[config.mk]
export PLATFORM = sky130hd
export DESIGN_NAME = xfer_splitter
export DESIGN_NICKNAME = d
export VERILOG_FILES = /design/src/rtl/xs_pkg.sv /design/src/rtl/xs_beat_plan.sv /design/src/rtl/xs_seq.sv /design/src/rtl/xs_wshift.sv /design/src/rtl/xs_rasm.sv /design/src/rtl/xfer_splitter.sv
export SDC_FILE = /design/constraint.sdc
export NUM_CORES = 1
export LEC_CHECK = 0
export BUFFER_PORTS_ARGS = -buffer_cell sky130_fd_sc_hd__buf_2
export CORE_MARGIN = 8
export CORE_UTILIZATION = 30
export DETAILED_ROUTE_END_ITERATION = 7
export PLACE_DENSITY = 0.49
export RECOVER_POWER = 100
export SLEW_MARGIN = 20
export SYNTH_ARGS = -nofsm -noshare
export SYNTH_HDL_FRONTEND = slang
export SYNTH_HIERARCHICAL = 1
export SYNTH_SLANG_ARGS = --single-unit
[constraint.sdc]
create_clock -name clk -period 3.23 [get_ports clk]
set_clock_uncertainty 0.2 [all_clocks]
set_input_delay 0.323 -clock clk [delete_from_list [all_inputs] [get_ports clk]]
set_output_delay 0.323 -clock clk [all_outputs]
set_load 0.005 [all_outputs]
[src/rtl/xs_pkg.sv]
package xs_pkg;

   typedef enum logic {
      ST_IDLE = 1'b0,
      ST_BEAT = 1'b1
   } xs_state_e;

   localparam logic [1:0] SZ_BYTE = 2'd0;
   localparam logic [1:0] SZ_WORD = 2'd1;
   localparam logic [1:0] SZ_LONG = 2'd2;
   localparam logic [1:0] SZ_LINE = 2'd3;

   localparam logic [1:0] PW_8  = 2'd0;
   localparam logic [1:0] PW_16 = 2'd1;

   // log2 of the port width in bytes; code 3 is treated as 32-bit
   function automatic logic [1:0] port_lg(input logic [1:0] code);
      case (code)
         PW_8:    port_lg = 2'd0;
         PW_16:   port_lg = 2'd1;
         default: port_lg = 2'd2;
      endcase
   endfunction

endpackage

[src/rtl/xs_beat_plan.sv]
module xs_beat_plan
   import xs_pkg::*;
#(
   parameter int LINE_LG = 4,
   parameter int LG_W    = 3,
   parameter int CNT_W   = 5
)(
   input  logic [1:0]       size,
   input  logic [1:0]       port,
   input  logic             write,
   input  logic             bwe,
   input  logic             bre,
   output logic [LG_W-1:0]  xfer_lg,
   output logic [1:0]       beat_lg,
   output logic [CNT_W-1:0] nbeats_m1,
   output logic             burst
);
   logic [1:0]      plg;
   logic [LG_W-1:0] nb_lg;
   logic            dir_en;

   always_comb begin
      case (size)
         SZ_BYTE: xfer_lg = LG_W'(0);
         SZ_WORD: xfer_lg = LG_W'(1);
         SZ_LONG: xfer_lg = LG_W'(2);
         default: xfer_lg = LG_W'(LINE_LG);
      endcase
      plg = port_lg(port);
      // beat size is the smaller of transfer and port
      if (xfer_lg < LG_W'(plg)) beat_lg = xfer_lg[1:0];
      else                      beat_lg = plg;
      nb_lg     = xfer_lg - LG_W'(beat_lg);
      nbeats_m1 = (CNT_W'(1) << nb_lg) - CNT_W'(1);
      dir_en    = write ? bwe : bre;
      burst     = (nb_lg != '0) && dir_en;
   end

endmodule

[src/rtl/xs_seq.sv]
module xs_seq
   import xs_pkg::*;
#(
   parameter int ADDR_W = 32,
   parameter int CNT_W  = 5
)(
   input  logic              clk,
   input  logic              rst_n,
   input  logic              m_req,
   input  logic              m_write,
   input  logic [ADDR_W-1:0] m_addr,
   input  logic [CNT_W-1:0]  plan_nbm1,
   input  logic [1:0]        plan_blg,
   input  logic              plan_burst,
   input  logic              p_ack,
   output logic              accept,
   output logic              advance,
   output logic [1:0]        blg,
   output logic              busy,
   output logic              p_start,
   output logic              p_burst,
   output logic              p_last,
   output logic              p_write,
   output logic [ADDR_W-1:0] p_addr,
   output logic              m_done
);
   xs_state_e         state_q;
   logic [CNT_W-1:0]  cnt_q, last_q;
   logic [ADDR_W-1:0] addr_q;
   logic              burst_q, wr_q, spend_q, done_q;
   logic [1:0]        blg_q;
   logic              at_last;

   assign busy    = (state_q == ST_BEAT);
   assign accept  = m_req && !busy;
   assign advance = busy && p_ack;
   assign at_last = (cnt_q == last_q);

   always_ff @(posedge clk or negedge rst_n) begin
      if (!rst_n) begin
         state_q <= ST_IDLE;
         cnt_q   <= '0;
         last_q  <= '0;
         addr_q  <= '0;
         burst_q <= 1'b0;
         wr_q    <= 1'b0;
         spend_q <= 1'b0;
         done_q  <= 1'b0;
         blg_q   <= 2'd0;
      end else begin
         done_q <= 1'b0;
         if (accept) begin
            state_q <= ST_BEAT;
            cnt_q   <= '0;
            last_q  <= plan_nbm1;
            addr_q  <= m_addr;
            burst_q <= plan_burst;
            wr_q    <= m_write;
            blg_q   <= plan_blg;
            spend_q <= 1'b1;
         end else if (busy) begin
            spend_q <= 1'b0;
            if (advance) begin
               if (at_last) begin
                  state_q <= ST_IDLE;
                  done_q  <= 1'b1;
               end else begin
                  cnt_q   <= cnt_q + CNT_W'(1);
                  addr_q  <= addr_q + (ADDR_W'(1) << blg_q);
                  spend_q <= !burst_q;
               end
            end
         end
      end
   end

   assign blg     = blg_q;
   assign p_start = busy && spend_q;
   assign p_burst = busy && burst_q;
   assign p_last  = busy && at_last;
   assign p_write = busy && wr_q;
   assign p_addr  = addr_q;
   assign m_done  = done_q;

endmodule

[src/rtl/xs_wshift.sv]
module xs_wshift #(
   parameter int LINE_W = 128,
   parameter int LG_W   = 3
)(
   input  logic              clk,
   input  logic              rst_n,
   input  logic              load,
   input  logic              advance,
   input  logic [LINE_W-1:0] wdata,
   input  logic [LG_W-1:0]   xfer_lg,
   input  logic [1:0]        blg,
   output logic [31:0]       lane_out
);
   localparam int SH_W = $clog2(LINE_W) + 1;

   logic [LINE_W-1:0] buf_q;
   logic [SH_W-1:0]   load_sh, beat_sh;
   logic [31:0]       lane [3];

   assign load_sh = SH_W'(LINE_W) - (SH_W'(8) << xfer_lg);
   assign beat_sh = SH_W'(8) << blg;

   always_ff @(posedge clk or negedge rst_n) begin
      if (!rst_n)       buf_q <= '0;
      else if (load)    buf_q <= wdata << load_sh;
      else if (advance) buf_q <= buf_q << beat_sh;
   end

   // one candidate lane image per beat width
   for (genvar g = 0; g < 3; g++) begin : g_lane
      localparam int BW = 8 << g;
      assign lane[g] = 32'(buf_q[LINE_W-1 -: BW]);
   end

   always_comb begin
      case (blg)
         2'd0:    lane_out = lane[0];
         2'd1:    lane_out = lane[1];
         default: lane_out = lane[2];
      endcase
   end

endmodule

[src/rtl/xs_rasm.sv]
module xs_rasm #(
   parameter int LINE_W = 128
)(
   input  logic              clk,
   input  logic              rst_n,
   input  logic              clear,
   input  logic              capture,
   input  logic [1:0]        blg,
   input  logic [31:0]       rdata,
   output logic [LINE_W-1:0] asm_out
);
   localparam int SH_W = $clog2(LINE_W) + 1;

   logic [LINE_W-1:0] buf_q;
   logic [31:0]       mask;
   logic [SH_W-1:0]   beat_sh;

   assign beat_sh = SH_W'(8) << blg;

   always_comb begin
      case (blg)
         2'd0:    mask = 32'h0000_00FF;
         2'd1:    mask = 32'h0000_FFFF;
         default: mask = 32'hFFFF_FFFF;
      endcase
   end

   always_ff @(posedge clk or negedge rst_n) begin
      if (!rst_n)       buf_q <= '0;
      else if (clear)   buf_q <= '0;
      else if (capture) buf_q <= (buf_q << beat_sh) | LINE_W'(rdata & mask);
   end

   assign asm_out = buf_q;

endmodule

[src/rtl/xfer_splitter.sv]
module xfer_splitter
   import xs_pkg::*;
#(
   parameter  int ADDR_W     = 32,
   parameter  int LINE_BYTES = 16,
   localparam int LINE_W     = LINE_BYTES * 8
)(
   input  logic              clk,
   input  logic              rst_n,
   input  logic              m_req,
   input  logic              m_write,
   input  logic [1:0]        m_size,
   input  logic [ADDR_W-1:0] m_addr,
   input  logic [LINE_W-1:0] m_wdata,
   input  logic [1:0]        port_sel,
   input  logic              burst_wr_en,
   input  logic              burst_rd_en,
   output logic              m_done,
   output logic [LINE_W-1:0] m_rdata,
   output logic              p_active,
   output logic              p_start,
   output logic              p_burst,
   output logic              p_last,
   output logic              p_write,
   output logic [1:0]        p_size,
   output logic [ADDR_W-1:0] p_addr,
   output logic [31:0]       p_wdata,
   input  logic              p_ack,
   input  logic [31:0]       p_rdata
);
   localparam int LINE_LG = $clog2(LINE_BYTES);
   localparam int LG_W    = $clog2(LINE_LG + 1);
   localparam int CNT_W   = LINE_LG + 1;

   if (LINE_BYTES < 4 || (1 << LINE_LG) != LINE_BYTES) begin : g_bad_line
      $error("LINE_BYTES must be a power of two of at least 4");
   end
   if (ADDR_W < LINE_LG + 1) begin : g_bad_addr
      $error("ADDR_W too small for a line");
   end

   logic [LG_W-1:0]  xfer_lg;
   logic [1:0]       plan_blg, blg;
   logic [CNT_W-1:0] plan_nbm1;
   logic             plan_burst, accept, advance, busy;

   xs_beat_plan #(.LINE_LG(LINE_LG), .LG_W(LG_W), .CNT_W(CNT_W)) u_plan (
      .size      (m_size),
      .port      (port_sel),
      .write     (m_write),
      .bwe       (burst_wr_en),
      .bre       (burst_rd_en),
      .xfer_lg   (xfer_lg),
      .beat_lg   (plan_blg),
      .nbeats_m1 (plan_nbm1),
      .burst     (plan_burst)
   );

   xs_seq #(.ADDR_W(ADDR_W), .CNT_W(CNT_W)) u_seq (
      .clk        (clk),
      .rst_n      (rst_n),
      .m_req      (m_req),
      .m_write    (m_write),
      .m_addr     (m_addr),
      .plan_nbm1  (plan_nbm1),
      .plan_blg   (plan_blg),
      .plan_burst (plan_burst),
      .p_ack      (p_ack),
      .accept     (accept),
      .advance    (advance),
      .blg        (blg),
      .busy       (busy),
      .p_start    (p_start),
      .p_burst    (p_burst),
      .p_last     (p_last),
      .p_write    (p_write),
      .p_addr     (p_addr),
      .m_done     (m_done)
   );

   xs_wshift #(.LINE_W(LINE_W), .LG_W(LG_W)) u_wsh (
      .clk      (clk),
      .rst_n    (rst_n),
      .load     (accept),
      .advance  (advance),
      .wdata    (m_wdata),
      .xfer_lg  (xfer_lg),
      .blg      (blg),
      .lane_out (p_wdata)
   );

   xs_rasm #(.LINE_W(LINE_W)) u_rasm (
      .clk     (clk),
      .rst_n   (rst_n),
      .clear   (accept),
      .capture (advance && !p_write),
      .blg     (blg),
      .rdata   (p_rdata),
      .asm_out (m_rdata)
   );

   assign p_active = busy;
   assign p_size   = blg;

endmodule

* Yosys cells after proc, flatten, opt, wreduce, memory -nomap -nowiden *
Cells that the tools add are included.

storage, ports and cells
  register bits after elaboration = 305
  logic and storage cells = 81

cells by class
  $add $sub $neg = 5
  shifts and indexed selects = 7
  equal/unequal tests = 6
  multiplexer cells = 30
  bitwise gates (word level) = 2
  order comparisons = 1
  reductions and logical operators = 19

operator list
  operator                                                            count
  128-bit two-way mux                                                 4
  128-bit by 8-bit << shifter with 128-bit output                     3
  32-bit two-way mux                                                  4
  128-bit OR                                                          1
  32-bit case mux with 2 select lines                                 2
  32-bit adder                                                        1
  32-bit bitwise AND                                                  1
  1-bit by 2-bit << shifter with 32-bit output, first input constant  1
  5-bit two-way mux                                                   4
  1-bit two-way mux                                                   13
  3-bit case mux with 3 select lines                                  1
  1-bit logical AND                                                   8
  4-bit by 2-bit << shifter with 8-bit output, first input constant   1
  4-bit by 3-bit << shifter with 8-bit output, first input constant   1
  8-bit subtractor, first input constant                              1
  2-bit by 1-bit == test with 1-bit output, second input constant     3
  2-bit logical NOT                                                   3
  2-bit nonzero test                                                  3
  5-bit by 1-bit adder with 5-bit output, second input constant       1
  5-bit == test                                                       1
  1-bit by 3-bit << shifter with 5-bit output, first input constant   1
  5-bit by 2-bit subtractor with 5-bit output, second input constant  1
  2-bit case mux with 2 select lines                                  1
  1-bit logical NOT                                                   3
  7 further kinds                                                     7

* Longest topological paths before layout *
Gate-level depths: netlist of run 1.

  word-level depth = 7
  depth in mapped cells = 17
  mapped depth without buffers = 17

* Hierarchy *
Netlist of run 1, hierarchy kept.

modules (own cells, without submodules)
  module         instances  seq. area each (um2)  cells an instance  area each (um2)
  xs_wshift      1          3203.1                1367               11377.2
  xs_rasm        1          3203.1                902                9369.0
  xs_seq         1          1226.2                336                2902.8
  xs_beat_plan   1          0.0                   36                 256.5
  xfer_splitter  1          0.0                   1                  13.8

* Worst setup path after synthesis of run 1 *
No wires, ideal clock.

  path kind = input port to flip-flop
  start = input port m_size[1]
  end = register u_seq.last_q[4]
  data required time = 2.912 ns
  arrival time = 2.785 ns
  stages = 17
  slack = 0.127 ns
  cells stage by stage = or2b_1 inv_1 ha_1 nor3_1 a21oi_1 nor2_1 ha_1 fa_1 and3b_4 nor2_2 nand3_1 ha_1 and3b_1 o22ai_1 o21ai_1 nand2_1 nand2_1

on the way
  word-level cells in the longest chain between the ends = 7
  elaborated cells on any way between the ends = 9
  classes of those cells = 2 x add/sub; 1 x order compare; 2 x eq/ne; 1 x shift; 2 x mux; 1 x reduce/logical

RTL lines
  what                                                       line                 source
  start, declared                                            xfer_splitter.sv:12  input logic [1:0] m_size,
  2-bit == test, or another cell as far along                xs_beat_plan.sv:23   case (size)
  3-bit case mux with 3 select lines (*)                     xs_beat_plan.sv:23
  named net xfer_lg[1]                                       xfer_splitter.sv:42  logic [LG_W-1:0] xfer_lg;
  3-bit by 2-bit less-than comparator with 1-bit output (*)  xs_beat_plan.sv:31   if (xfer_lg < LG_W'(plg)) beat_lg = xfer_lg[1:0];
  2-bit two-way mux (*)                                      xs_beat_plan.sv:31
  named net plan_blg[0]                                      xfer_splitter.sv:43  logic [1:0] plan_blg, blg;
  3-bit by 2-bit subtractor with 3-bit output (*)            xs_beat_plan.sv:33   nb_lg = xfer_lg - LG_W'(beat_lg);
  1-bit by 3-bit << shifter with 5-bit output (*)            xs_beat_plan.sv:34   nbeats_m1 = (CNT_W'(1) << nb_lg) - CNT_W'(1);
  5-bit by 2-bit subtractor with 5-bit output (*)            xs_beat_plan.sv:34
  named net plan_nbm1[4]                                     xfer_splitter.sv:44  logic [CNT_W-1:0] plan_nbm1;
  end signal, assigned                                       xs_seq.sv:55         last_q <= plan_nbm1;
  end, declared                                              xs_seq.sv:28         logic [CNT_W-1:0] cnt_q, last_q;

The timed path passes the listed nets; every way through them passes the cells marked *.
A chain may end at the register's enable or synchronous reset.

* Final worst setup path of run 1 *
  start = register u_seq.blg_q[1], in the netlist u_seq/blg[1]
  end = register u_rasm.buf_q[126], in the netlist u_rasm/asm_out[126]

on the way
  word-level cells in the longest chain between the ends = 5

RTL lines
  what                                             line           source
  start, declared                                  xs_seq.sv:31   logic [1:0] blg_q;
  start signal, assigned                           xs_seq.sv:59   blg_q <= plan_blg;
  4-bit by 2-bit << shifter with 8-bit output      xs_rasm.sv:18  assign beat_sh = SH_W'(8) << blg;
  128-bit by 8-bit << shifter with 128-bit output  xs_rasm.sv:31  else if (capture) buf_q <= (buf_q << beat_sh) | LINE_W'(rdata & mask);
  128-bit OR                                       xs_rasm.sv:31
  128-bit two-way mux                              xs_rasm.sv:31
  128-bit two-way mux                              xs_rasm.sv:30  else if (clear) buf_q <= '0;
  end signal, assigned                             xs_rasm.sv:31
  end, declared                                    xs_rasm.sv:14  logic [LINE_W-1:0] buf_q;

No other way between the ends. The select of a mux whose other input is x is not followed.

==> results_dict.tcl, run 1 <==
set metrics [dict create \
    first_pass_iters 7 \
    yosys.area.top_type "dfrtp_1" \
    h-tree-depth 2 \
    die_h_um 298 \
    dpl_cell_area_mm2 0.0278 \
    fp.dieArea_mm2 0.0890 \
    max-vdd-ir-drop_v 0.000667 \
    synthCells 2642 \
    clock_latency_ns 0.59 \
    synth-main-ff-cell "dfrtp_1" \
    maxCapViolCount 2 \
    num_vias 26000 \
    coreArea_mm2 0.0790 \
    nets 3438 \
    grt_pass1_wl_mm 178 \
    cp_max_fo 9 \
    numCtsBuffers 45 \
    drive_gt1_frac 0.216 \
    synth.avg_cell_area_um2 9.05 \
    async_flop_share 1.00 \
    period_needed_ns 3.14 \
    critPathLaunch "u_seq/blg[1]" \
    slew_violations 54 \
    grt_max_degree 86 \
    drc_errors 0 \
    routedWlPerCell_um 27.9 \
    synth_edf_count 0 \
    hp-class "in -> reg" \
    grt_pass1_vias 25700 \
    yosysUniqueCellTypes 88 \
    rsz0062_at_grt "false" \
    holdWs_ns 0.0434 \
    syn2layout_area_growth_pct 28.9 \
    cp-end-kind "flop" \
    hold_path.startpoint "p_rdata[26]" \
    max_freq_ghz 0.318 \
    synthTopCellsByArea "dfrtp_1 32%, mux2i_1 9.5%, mux4_2 5.2%" \
    power_density_mw_per_mm2 1120 \
    violations "max-capacitance violations, max-slew violations" \
    crit_type "reg -> reg" \
    regToRegStartpoint "u_seq/blg[1]" \
    grt_overflow 0 \
    ant_nets 0 \
    num_rows 103 \
    tightest_slew_ns 1.81 \
    track_usage 0.256 \
    status "complete, but fails checks" \
    ys_seq_elements 305 \
    synth_seq_area_share 0.319 \
    yosysMostFrequentCell "dfrtp_1" \
    dp_hpwl_mm 84.9 \
    port_buffers 402 \
    antenna_found_initial 8 \
    gp_congestion 0.946 \
    cts_sinks 305 \
    hold_viol_final 0 \
    finalSetupViolCount 0 \
    via_per_inst 6.04 \
    cts_tree "built" \
    synth_area_mm2 0.0239 \
    path_clk_slew_ns 0.06 \
    relSlewSlack -0.205 \
    arrival_ns 3.46 \
    crit_path_start_kind "flop" \
    clk_path_buf_depth 3 \
    netlist.area_leader.share 0.319 \
    die_x_um 298 \
    synth_common_cells "305 x dfrtp_1, 262 x nor2_1, 227 x mux2i_1" \
    final_area_mm2 0.0308 \
    cp.required_ns 3.55 \
    drt_iter0_drc 3206 \
    min_period_over_period 0.973 \
    fillers 8001 \
    cts_root_buffer "clkbuf_16" \
    wl_mm 120 \
    p_leak_nw 12.7 \
    yosys_warnings 6 \
    pin_count 403 \
    syn_nets 2866 \
    initial_utilization 0.303 \
]
## path summary, 6_finish.rpt
check	to	slack (ns)	cells after the start
max in group asynchronous	u_rasm/asm_out[14]	0.48	3
min in group asynchronous	u_rasm/asm_out[60]	0.15	2
worst max register to register	u_rasm/asm_out[126]	0.09	7
worst min register to register	u_seq/wr_q	0.29	2
worst max-delay path	u_rasm/asm_out[126]	0.09	7
worst min-delay path	u_rasm/asm_out[26]	0.04	3
## where the power goes
| group | internal (mW) | switching, mW |
|---|---|---|
| clock | 2.96 | 2.00 |
| combinational | 8.94 | 12.6 |
| sequential | 5.52 | 2.43 |
| total | 17.4 | 17.1 |
## per-stage QoR
| step | worst slack (ns) | std cells | power [mW] | setup TNS (ns) | utilization |
|---|---|---|---|---|---|
| final | 0.0869 | 4301 | 34.5 | 0 | 0.390 |
| after CTS | 0.0275 | 4295 | 34.5 | 0 | 0.395 |
| after global placement | -0.0558 | 4027 | 28.9 | -0.0558 | 0.352 |
| after global routing | 0.00225 | 4299 | 36.5 | 0 | 0.390 |
| after detailed placement | -0.0436 | 4027 | 29.0 | -0.0436 | 0.352 |
| after floorplan | 0.127 | 2642 | 20.8 | 0 | - |
## cell families (layout without fill, tap and decap cells)
| kind of cell | after synthesis | in the layout | synth area share |
|---|---|---|---|
| buffers and inverters | 278 | 882 | 0.0576 |
| AO/OA/AOI/OAI | 873 | 873 | 0.254 |
| flip-flops | 305 | 305 | 0.319 |
| other | 0 | 5 | 0 |
| AND/OR/NAND/NOR | 758 | 758 | 0.152 |
| multiplexers | 395 | 395 | 0.202 |
| adder cells (fa/ha/maj) | 21 | 21 | 0.0116 |
| XOR/XNOR | 12 | 12 | 0.00439 |
## worst max-delay path, stage by stage (launching register included)
cell       delay (ns)
dfrtp_4          0.52
buf_4            0.21
inv_1            0.19
ha_1             0.50
nor2b_1          0.44
a221oi_1         0.18
a2111oi_0        0.66
a211o_1          0.17
## layout make-up
cell class              count  area, µm²  area share
diodes                      5       12.5    0.000406
clock buffers              65       1310      0.0425
clock inverters            14        136     0.00442
inverters                  24        103     0.00333
multi-input cells        2059      15000       0.486
flip-flops and latches    305       7640       0.248
well taps                1050       1310      0.0426
repair buffers            779       5320       0.173
## layer usage
metal  vias to the layer above  share of wire  GRT usage
met4                         4          0.038     0.0894
met1                     12900           0.42      0.350
li1                      11300              -          -
met3                       255           0.10     0.0672
met5                         -        0.00022          0
met2                      1605           0.44      0.390
## state kept, by name (all words and copies together), names as in the netlist
name            flops
u_seq/spend_q       1
u_seq/last_q        5
u_wsh/buf_q       128
u_seq/cnt_q         5
u_seq/wr_q          1
u_seq/blg           2
u_seq/p_addr       32
u_seq/burst_q       1
u_rasm/asm_out    128
u_seq/busy          1
u_seq/m_done        1
## placed cells by master, fill, tap and decap left out, types with 13 or more instances in the layout
cell type	n
and2_1	30
clkbuf_1	173
nor3_1	19
buf_12	22
mux4_2	55
a222oi_1	18
a211oi_1	71
nor2_1	259
nand3_1	41
o21ai_0	139
nand4_1	19
mux2_2	89
a21oi_1	145
clkbuf_2	22
o21a_1	15
buf_4	133
o221ai_1	25
nor2b_1	44
a31oi_1	63
dfrtp_1	303
a221o_1	27
inv_1	16
buf_2	242
and2_0	22
o211ai_1	36
a22oi_1	98
dlygate4sd3_1	187
a221oi_1	78
o21ai_1	23
and3_1	13
nand2b_1	46
o22ai_1	32
clkbuf_16	45
nand2_1	196
mux2i_1	227
a22o_1	22
a32oi_1	13
## repair_timing
| item | in CTS | in global routing |
|---|---|---|
| gates resized for setup | 3 | 6 |
| hold endpoints to repair | 244 | 0 |
| hold buffers | 187 | 0 |
| setup endpoints to repair | 9 | 14 |
| setup buffers | 2 | 1 |
Note: power is estimated with default switching activity, not from simulation.
==> run 2, diff against run 1 <==
- ABC_AREA: default -> 1
- CORE_MARGIN: 8 -> 1.5
==> results_dict.tcl, run 2 <==
set metrics [dict create \
    status "complete, but fails checks" \
    violations "max-capacitance violations, max-slew violations" \
    cp_max_fo 39 \
    yosysUniqueCellTypes 55 \
    fp.dieArea_mm2 0.0885 \
    first_pass_iters 6 \
    drc_errors 0 \
    crit_path_start_kind "flop" \
    cts_root_buffer "clkbuf_16" \
    ys_seq_elements 305 \
    final_area_mm2 0.0316 \
    setup_ws_ns 0.124 \
    path_clk_slew_ns 0.06 \
    p_leak_nw 15.9 \
    clk_path_buf_depth 3 \
    via_per_inst 5.46 \
    r2r_slack_ns 0.12 \
    cts_sinks 305 \
    maxCapViolCount 1 \
    drt_iter0_drc 3574 \
    synth_area_mm2 0.0260 \
    h-tree-depth 2 \
    cp.required_ns 3.51 \
    max_stage_delay_ns 0.60 \
    num_vias 32300 \
    max-vdd-ir-drop_v 0.000647 \
    power_density_mw_per_mm2 1190 \
    tightest_slew_ns 2.20 \
    period_needed_ns 3.11 \
    clock_latency_ns 0.63 \
    numCtsBuffers 42 \
    die_x_um 297 \
    cts_tree "built" \
    cp-end-kind "flop" \
    relSlewSlack -0.464 \
    min_period_over_period 0.961 \
    coreArea_mm2 0.0855 \
    fillers 9684 \
    drive_gt1_frac 0.116 \
    finalSetupViolCount 0 \
    yosys_warnings 6 \
    die_h_um 297 \
    syn_nets 4572 \
    grt_max_degree 113 \
    fin_setup_tns_ns 0 \
    initial_utilization 0.304 \
    gp_congestion 0.959 \
    netlist.area_leader.share 0.293 \
    post-place-ws_ns 0.109 \
    final_common_cell "nand2_1" \
    track_usage 0.288 \
    grt_overflow 0 \
    synthTopCellsByArea "dfrtp_1 29%, nand2_1 24%, nand3_1 18%" \
    arrival_ns 3.38 \
    grt_pass1_vias 30600 \
    routedWlPerCell_um 22.3 \
    hp-class "in -> reg" \
    synth_edf_count 0 \
    nets 4962 \
    yosys.area.top_type "dfrtp_1" \
    hold_viol_final 0 \
    final_util 0.369 \
    antenna_found_initial 6 \
    syn2layout_area_growth_pct 21.4 \
    crit_type "reg -> reg" \
    crit_chain "buf_4 -> ha_1 -> buf_12 -> nor2_4 -> clkbuf_2 -> nand3_1 -> nand2_1 -> nor2_1 -> a21oi_1" \
    synth_common_cells "1684 x nand2_1, 932 x nand3_1, 310 x nor2_1" \
    crit_slowest_cell "clkbuf_2" \
    dpl_cell_area_mm2 0.0294 \
    slew_violations 62 \
    ant_nets 0 \
    synth.avg_cell_area_um2 5.98 \
    layout_common_cells "1685 x nand2_1, 933 x nand3_1, 312 x nor2_1" \
    pin_count 403 \
    async_flop_share 1.00 \
    max_freq_ghz 0.322 \
    dp_hpwl_mm 96.4 \
    synthCells 4348 \
    synth_seq_area_share 0.293 \
    grt_pass1_wl_mm 196 \
    port_buffers 402 \
    yosysMostFrequentCell "nand2_1" \
    num_rows 107 \
    synth-main-ff-cell "dfrtp_1" \
    rsz0062_at_grt "false" \
    wl_mm 132 \
]
run 2: cell count changes in the layout (fill, tap and decap cells not counted), moves of 55 or more:
cell           change
a22oi_1           -86
a211oi_1          -71
mux2i_1          -223
mux4_2            -55
mux2_2            -89
nand2_1         +1489
a221oi_1          -72
inv_1            +168
dlygate4sd3_1     -78
nand3_1          +892
run 2: worst paths after layout:
path	start	to	depth (start not counted)
worst max-delay path	u_seq/blg[1]	u_wsh/buf_q[120]	9
worst min-delay path	m_wdata[65]	u_wsh/buf_q[65]	5
worst max register to register	u_seq/blg[1]	u_wsh/buf_q[120]	9
worst min register to register	u_seq/wr_q	u_seq/wr_q	2
max in group asynchronous	rst_n	u_wsh/buf_q[60]	3
min in group asynchronous	rst_n	u_rasm/asm_out[29]	2
run 2: area by class of cell:
| class | instances | area (µm²) | area share |
|---|---|---|---|
| Timing Repair Buffer | 644 | 4150 | 0.131 |
| Clock inverter | 16 | 228 | 0.00721 |
| Clock buffer | 59 | 1190 | 0.0378 |
| Multi-Input combinational cell | 3542 | 16200 | 0.512 |
| Tap cell | 1144 | 1430 | 0.0453 |
| Antenna cell | 1 | 2.50 | 0.0000792 |
| Inverter | 203 | 777 | 0.0246 |
| Sequential cell | 305 | 7630 | 0.242 |
run 2: timing repair:
item                       4_1_cts  5_1_grt
pin swaps                        0        1
resized for setup                1        1
cloned                           0        0
setup endpoints to repair       22       18
hold buffers                   109        0
buffers inserted                 0        5
hold endpoints to repair       191        0
run 2: per-stage QoR:
stage | hold slack (ns) | instances | power, mW
floorplan | -0.173 | 4348 | 23.4
global placement | 0.166 | 5724 | 32.3
detailed placement | 0.166 | 5724 | 32.3
CTS | 0.00924 | 5908 | 37.6
global route | 0.0244 | 5913 | 40.5
finish | 0.0314 | 5914 | 37.5
run 2: logic make-up (layout without fill, tap and decap cells):
logic type	count (synthesis)	count (layout)	synth area share
XOR/XNOR	8	8	0.00342
buffers and inverters	501	922	0.0881
AND/OR/NAND/NOR	3030	3030	0.496
multiplexers	4	4	0.00154
other	0	1	0
adder cells (fa/ha/maj)	21	21	0.0107
flip-flops	305	305	0.293
AO/OA/AOI/OAI	479	479	0.107
run 2: worst max-delay path, delay by kind of cell, from the launching register on:
family | cells | cell delay, ns
flops | 1 | 0.35
compound gates | 1 | 0.11
fa+ha+maj | 1 | 0.32
simple gates | 4 | 0.68
buf+inv | 3 | 1.30
run 2: report_power, final:
part           switching, mW  total, mW  internal (mW)
clock network           2.04       4.95           2.91
logic                   16.8       24.7           7.84
registers               2.30       7.92           5.62
run 2: metal layers:
layer | track usage | vias to the layer above | routed length, µm
met5 | 0 | - | 45
met4 | 0.0971 | 8 | 4420
met3 | 0.0565 | 230 | 11500
met2 | 0.451 | 1492 | 58700
met1 | 0.395 | 15400 | 57300
li1 | - | 15100 | -
